`src/rtl/cmx_pkg.sv`:
```
package cmx_pkg;
  localparam int unsigned WORD_W = 16;
  localparam int unsigned ATT_W  = 5;
  localparam int unsigned NCH    = 2;

  // bit positions inside the master volume word
  localparam int unsigned MV_MUTE_ALL = 15;
  localparam int unsigned MV_LEFT_LSB = 8;
  localparam int unsigned MV_MUTE_R   = 7;
  localparam int unsigned MV_RIGHT_LSB = 0;

  typedef struct packed {
    logic             mute_all;
    logic [ATT_W-1:0] left;
    logic             mute_r;
    logic [ATT_W-1:0] right;
  } mvol_t;

  localparam mvol_t MVOL_DEFAULT = '{mute_all: 1'b1, left: '0, mute_r: 1'b0, right: '0};

  function automatic logic [WORD_W-1:0] mvol_word(input mvol_t v);
    logic [WORD_W-1:0] w;
    w = '0;
    w[MV_MUTE_ALL] = v.mute_all;
    w[MV_LEFT_LSB +: ATT_W] = v.left;
    w[MV_MUTE_R] = v.mute_r;
    w[MV_RIGHT_LSB +: ATT_W] = v.right;
    return w;
  endfunction
endpackage

```
`src/rtl/cmx_vol_field.sv`:
```
module cmx_vol_field #(
  parameter int unsigned ATT_W = 5
) (
  input  logic [ATT_W:0]   raw,
  output logic [ATT_W-1:0] att
);
  // the top bit is a 6-bit overflow flag: saturate to full attenuation
  always_comb begin
    if (raw[ATT_W]) att = '1;
    else            att = raw[ATT_W-1:0];
  end
endmodule

```
`src/rtl/cmx_mute_route.sv`:
```
module cmx_mute_route (
  input  logic split,
  input  logic mute_all,
  input  logic mute_r,
  output logic mute_l_o,
  output logic mute_r_o
);
  always_comb begin
    mute_l_o = mute_all;
    mute_r_o = split ? mute_r : mute_all;
  end
endmodule

```
`src/rtl/cmx_read_mux.sv`:
```
module cmx_read_mux
  import cmx_pkg::*;
#(
  parameter int unsigned ADDR_W = 7,
  parameter logic [WORD_W-1:0] ID_VALUE = 16'h0090,
  parameter logic [ADDR_W-1:0] A_ID  = 7'h00,
  parameter logic [ADDR_W-1:0] A_VOL = 7'h02,
  parameter logic [ADDR_W-1:0] A_SER = 7'h74,
  parameter logic [ADDR_W-1:0] A_CFG = 7'h76
) (
  input  logic [ADDR_W-1:0] addr,
  input  mvol_t             vol,
  input  logic [WORD_W-1:0] ser,
  input  logic              split,
  output logic [WORD_W-1:0] word
);
  always_comb begin
    word = '0;
    unique case (addr)
      A_ID:    word = ID_VALUE;
      A_VOL:   word = mvol_word(vol);
      A_SER:   word = ser;
      A_CFG:   word = {{(WORD_W-1){1'b0}}, split};
      default: word = '0;
    endcase
  end
endmodule

```
`src/rtl/codec_mix_regs.sv`:
```
module codec_mix_regs
  import cmx_pkg::*;
#(
  parameter int unsigned ADDR_W = 7,
  parameter logic [WORD_W-1:0] ID_VALUE    = 16'h0090,
  parameter logic [WORD_W-1:0] SER_DEFAULT = 16'h0000,
  parameter logic [ADDR_W-1:0] A_ID  = 7'h00,
  parameter logic [ADDR_W-1:0] A_VOL = 7'h02,
  parameter logic [ADDR_W-1:0] A_SER = 7'h74,
  parameter logic [ADDR_W-1:0] A_CFG = 7'h76
) (
  input  logic              clk,
  input  logic              rst,
  input  logic              wr_en,
  input  logic              rd_en,
  input  logic [ADDR_W-1:0] addr,
  input  logic [15:0]       wr_data,
  output logic [15:0]       rd_data,
  output logic [4:0]        att_left,
  output logic [4:0]        att_right,
  output logic              mute_left,
  output logic              mute_right
);
  localparam int unsigned CH_LSB [NCH] = '{MV_LEFT_LSB, MV_RIGHT_LSB};

  mvol_t             vol_q;
  logic              split_q;
  logic [WORD_W-1:0] ser_q;
  logic [WORD_W-1:0] rd_word;
  logic [ATT_W-1:0]  att_w [NCH];

  logic wr_id, wr_vol, wr_ser, wr_cfg;
  always_comb begin
    wr_id  = wr_en && (addr == A_ID);
    wr_vol = wr_en && (addr == A_VOL);
    wr_ser = wr_en && (addr == A_SER);
    wr_cfg = wr_en && (addr == A_CFG);
  end

  // one saturating field decoder per channel
  for (genvar c = 0; c < NCH; c++) begin : g_ch
    cmx_vol_field #(.ATT_W(ATT_W)) u_field (
      .raw (wr_data[CH_LSB[c] +: ATT_W+1]),
      .att (att_w[c])
    );
  end

  // volume and configuration: cleared by reset or by a write to the ID word
  always_ff @(posedge clk) begin
    if (rst || wr_id) begin
      vol_q   <= MVOL_DEFAULT;
      split_q <= 1'b0;
    end else if (wr_vol) begin
      vol_q.mute_all <= wr_data[MV_MUTE_ALL];
      vol_q.left     <= att_w[0];
      vol_q.right    <= att_w[1];
      vol_q.mute_r   <= split_q & wr_data[MV_MUTE_R];
    end else if (wr_cfg) begin
      split_q <= wr_data[0];
      if (!wr_data[0]) vol_q.mute_r <= 1'b0;
    end
  end

  // serial setup word survives the software reset
  always_ff @(posedge clk) begin
    if (rst)         ser_q <= SER_DEFAULT;
    else if (wr_ser) ser_q <= wr_data;
  end

  cmx_read_mux #(
    .ADDR_W(ADDR_W), .ID_VALUE(ID_VALUE),
    .A_ID(A_ID), .A_VOL(A_VOL), .A_SER(A_SER), .A_CFG(A_CFG)
  ) u_rmux (
    .addr  (addr),
    .vol   (vol_q),
    .ser   (ser_q),
    .split (split_q),
    .word  (rd_word)
  );

  always_ff @(posedge clk) begin
    if (rst)        rd_data <= '0;
    else if (rd_en) rd_data <= rd_word;
  end

  cmx_mute_route u_mute (
    .split    (split_q),
    .mute_all (vol_q.mute_all),
    .mute_r   (vol_q.mute_r),
    .mute_l_o (mute_left),
    .mute_r_o (mute_right)
  );

  assign att_left  = vol_q.left;
  assign att_right = vol_q.right;
endmodule

```
`config.mk`:
```
export PLATFORM = sky130hd
export DESIGN_NAME = codec_mix_regs
export DESIGN_NICKNAME = d
export VERILOG_FILES = /design/src/rtl/cmx_pkg.sv /design/src/rtl/cmx_vol_field.sv /design/src/rtl/cmx_mute_route.sv /design/src/rtl/cmx_read_mux.sv /design/src/rtl/codec_mix_regs.sv
export SDC_FILE = /design/constraint.sdc
export NUM_CORES = 1
export LEC_CHECK = 0
export ABC_CLOCK_PERIOD_IN_PS = 1850
export BUFFER_PORTS_ARGS = -buffer_cell sky130_fd_sc_hd__buf_2
export CORE_AREA = 2 2 64 126
export CTS_CLUSTER_SIZE = 8
export DETAILED_ROUTE_END_ITERATION = 8
export DIE_AREA = 0 0 66 128
export SLEW_MARGIN = 15
export SYNTH_ARGS = -nofsm -noshare
export SYNTH_HDL_FRONTEND = slang
export SYNTH_SLANG_ARGS = --single-unit
```
`constraint.sdc`:
```
create_clock -name clk -period 1.85 [get_ports clk]
set_clock_uncertainty 0.2 [all_clocks]
set_input_delay 0.37 -clock clk [delete_from_list [all_inputs] [get_ports clk]]
set_output_delay 0.37 -clock clk [all_outputs]
set_load 0.05 [all_outputs]
```
======== After elaboration in Yosys (flattened, before gate mapping) ========
Index checks and enable logic that the tools add are counted.
word-level totals
  register bits after elaboration ......... 45
  input port bits ......................... 27
  output and inout port bits .............. 28
  logic and storage cells ................. 29
cells by class
  equality and inequality tests ........... 4
  muxes and demuxes ....................... 7
  bitwise gates (word level) .............. 2
  reduce and logical (&&, ||, !) cells .... 9
operators by type and width
  kind                                           count
  case mux 16 bit (4 select lines)               1
  == test 7 bit, second input constant           2
  two-way mux 5 bit                              2
  == test 7 x 2 -> 1 bit, second input constant  1
  zero test 7 bit                                1
  logical AND 1 bit                              4
  two-way mux 1 bit                              4
  AND reduction 2 bit                            2
  != test 2 x 1 -> 1 bit, second input constant  1
  nonzero test 2 bit                             1
  bitwise AND 1 bit                              1
  logical OR 1 bit                               1
  NOT 1 bit                                      1

======== Longest topological paths before layout ========
  word-level depth ........................ 4
  mapped depth ............................ 6
  gate-level depth less buffers ........... 4

======== Modules after synthesis ========
From an unflattened synthesis, not the netlist that was laid out.
unflattened totals
  cell total of the unflattened synthesis .. 231
  area total of the unflattened synthesis .. 2134.5 um^2
by module, submodules not included
  module          times used  cells an instance  area an instance (um^2)
  codec_mix_regs  1           168                1744.2
  cmx_read_mux    1           51                 305.3
  cmx_vol_field   2           5                  31.3
  cmx_mute_route  1           2                  22.5

======== Least setup slack after synthesis ========
OpenSTA, ideal clock, no wires.
  path kind ............................... input-to-reg
  from .................................... input rd_en
  to ...................................... register rd_data[15]
  arrival time ............................ 1.552 ns
  required time ........................... 1.591 ns
  setup slack ............................. 0.039 ns
  cell stages on the path ................. 5
  path buffers ............................ 1
  path through ............................ buf_4 or3b_1 or3_4 nor2_4 a221o_2
RTL lines
  item                  RTL line              source
  start, declared       codec_mix_regs.sv:15  input logic rd_en,
  end signal, assigned  codec_mix_regs.sv:83  else if (rd_en) rd_data <= rd_word;
  end, declared         codec_mix_regs.sv:18  output logic [15:0] rd_data,

======== Worst setup path after layout ========
  from .................................... register split_q
  to ...................................... output mute_right
on the way
  word-level cells in the longest chain between the ends .. 1
RTL lines
  item                    RTL line              source
  start, declared         codec_mix_regs.sv:27  logic split_q;
  start signal, assigned  codec_mix_regs.sv:59  split_q <= wr_data[0];
  two-way mux 1 bit       cmx_mute_route.sv:10  mute_r_o = split ? mute_r : mute_all;
  end, declared           codec_mix_regs.sv:22  output logic mute_right
Every way passes these cells.

==> out/qor.yml <==
totalWireLength_mm: 5.38
io_pins: 55
cts_tree: "built"
area_growth_pct: 35.8
vias: 1626
antenna_found_initial: 0
cts_resized: 0
clk_pin_slew_ps: 60
nets: 283
grt_max_degree: 17
hold_depth: 3
fin_crit_sh: 0.949
antenna_cells: 0
maxSlewViolCount: 0
finalSetupTns_ps: 0
synthXorXnorAreaFrac: 0
overflow: 0
yosys_warnings: 0
end_kind: "output pin"
arrival_ps: 1180
synth_top_family_by_area: "simple AND/OR/NAND/NOR gates"
reg2reg_depth: 3
ys_seq_elements: 45
grt_use_total: 0.133
setup_viol: 0
die_w_um: 66
drc: 0
grt_pass1_vias: 1638
synthSimpleGateAreaFrac: 0.273
finalHoldViolations: 0
hpwl_mm: 4.14
root_buffer: "clkbuf_16"
status: "complete, no violations"
synthMuxAreaShare: 0.0944
clock_sinks: 45
layout_common_cells: "54 x buf_2, 44 x dfxtp_1, 32 x nor2_1"
via_per_inst: 4.65
worstPathRequired_ps: 1280
synthAdderAreaFrac: 0
netlist_instances: 186
cts_buffers: 5
clk_path_buf_depth: 2
core-area_um2: 7540
finalCriticalPeriod_ps: 1750
ys_seq_area_frac: 0.496
critPathMaxFanout: 4
syn_area_per_cell_um2: 9.77
hold_buffers: 0
die_area_um2: 8450
drt_iter0_markers: 48
rrSetupSlack_ps: 680
drive_gt1_frac: 0.367
worst_pin_slew_ps: 320
p_per_area_nw_per_um2: 838
finalPower_uw: 2070
clk_latency_ps: 280
dp_slack_ps: -129
firstDrtPassIters: 4
worst_slack_ps: 95.2
start_kind: "flip-flop"
rows: 45
synth_area_um2: 1820
start_util: 0.241
port_buffers: 54
cts_htree_levels: 2
synth_nets: 213
placement.cell_area_um2: 2310
gp_congestion: 0.801
p_leak_uw: 0.00119
cap_violations: 0
grt_first_pass_wirelength_mm: 8.47
synth_cell_types: 35
rsz0062_at_grt: "false"
layout_commonest_cell: "buf_2"
path_class: "reg2out"
die_h_um: 128
max_freq_mhz: 570
ir_drop_mv: 0.350
routedWlPerCell_um: 15.4
stdcell_area_um2: 2470
hold_path.class: "in2reg"
ant_nets: 0
postCtsSetupBuffers: 0
synth_compound_area_frac: 0.112
relSlewSlack: 0.784
worst paths after layout:
path | startpoint | to
max reg2reg | split_q | rd_data[0]
max | split_q | mute_right
min reg2reg | ser_q[6] | rd_data[6]
min | wr_data[15] | vol_q[11]
per-stage QoR:
stage	hold slack (ps)	cells	util
6_report	116	350	0.327
5_1_grt	116	350	0.327
4_1_cts	118	350	0.327
3_5_place_dp	271	343	0.306
3_3_place_gp	264	343	0.306
2_1_floorplan	252	186	-
worst max-delay path, stage by stage (launching register included):
cell and delay (ps):
dfxtp_2 360, mux2_2 330, buf_2 210
report_power, final:
| part | switching, uW | internal [uW] | leakage (uW) | total [uW] |
|---|---|---|---|---|
| Clock | 355 | 627 | 0.0000797 | 982 |
| Sequential | 1.45 | 971 | 0.000363 | 972 |
| Combinational | 65.0 | 48.5 | 0.000746 | 114 |
| Total | 421 | 1650 | 0.00119 | 2070 |
state kept, by name (all words and copies together) (netlist names):
signal,flops
vol_q,2
ser_q,16
att_right,5
att_left,5
rd_data,16
split_q,1
cell usage after synthesis:
cell,instances,share of area
buf_4,3,0.012
nor3_1,22,0.061
o22ai_1,2,0.0069
a221o_2,7,0.043
a221o_1,3,0.017
mux2_2,1,0.0062
dfxtp_1,45,0.50
and4_1,1,0.0048
o311ai_0,1,0.0048
and2_1,9,0.031
nor2_8,1,0.011
buf_2,1,0.0028
nand4_1,1,0.0034
nor4_1,1,0.0034
nand3_1,2,0.0055
a21oi_1,8,0.022
or3_4,1,0.0062
a22oi_1,1,0.0041
nor4bb_1,1,0.0055
nor2_2,1,0.0034
or3b_1,1,0.0048
nor2_4,1,0.0062
or4bb_1,1,0.0062
or3b_4,1,0.0062
and2b_1,6,0.025
a31oi_1,2,0.0069
nor4b_1,1,0.0048
nand2_1,4,0.0083
nor2_1,32,0.066
or4_4,1,0.0062
clkbuf_1,5,0.010
nand3b_1,1,0.0041
o21ai_0,1,0.0028
mux2i_1,16,0.088
a21o_1,1,0.0041
kinds of logic after synthesis:
group                  after synthesis
buffers and inverters                9
and+or+nand+nor                     89
DFF                                 45
AOI/OAI and AO/OA                   26
muxes                               17
area by class of cell:
cell class / instances / area (um2)
fill: 830 / 5080
tap: 94 / 118
timing repair buffer: 72 / 418
multi-input combinational: 132 / 870
clock buffer: 5 / 125
clock inverter: 2 / 35.0
sequential: 45 / 902
per-layer routing:
layer | part of all wire | track usage | vias up
met3 | 0.035 | 0.0211 | 7
li1 | - | - | 808
met1 | 0.41 | 0.151 | 770
met2 | 0.54 | 0.243 | 41
met5 | 0 | 0 | -
met4 | 0.017 | 0.0468 | 0
No activity file was read; power rests on OpenSTA's default activity.
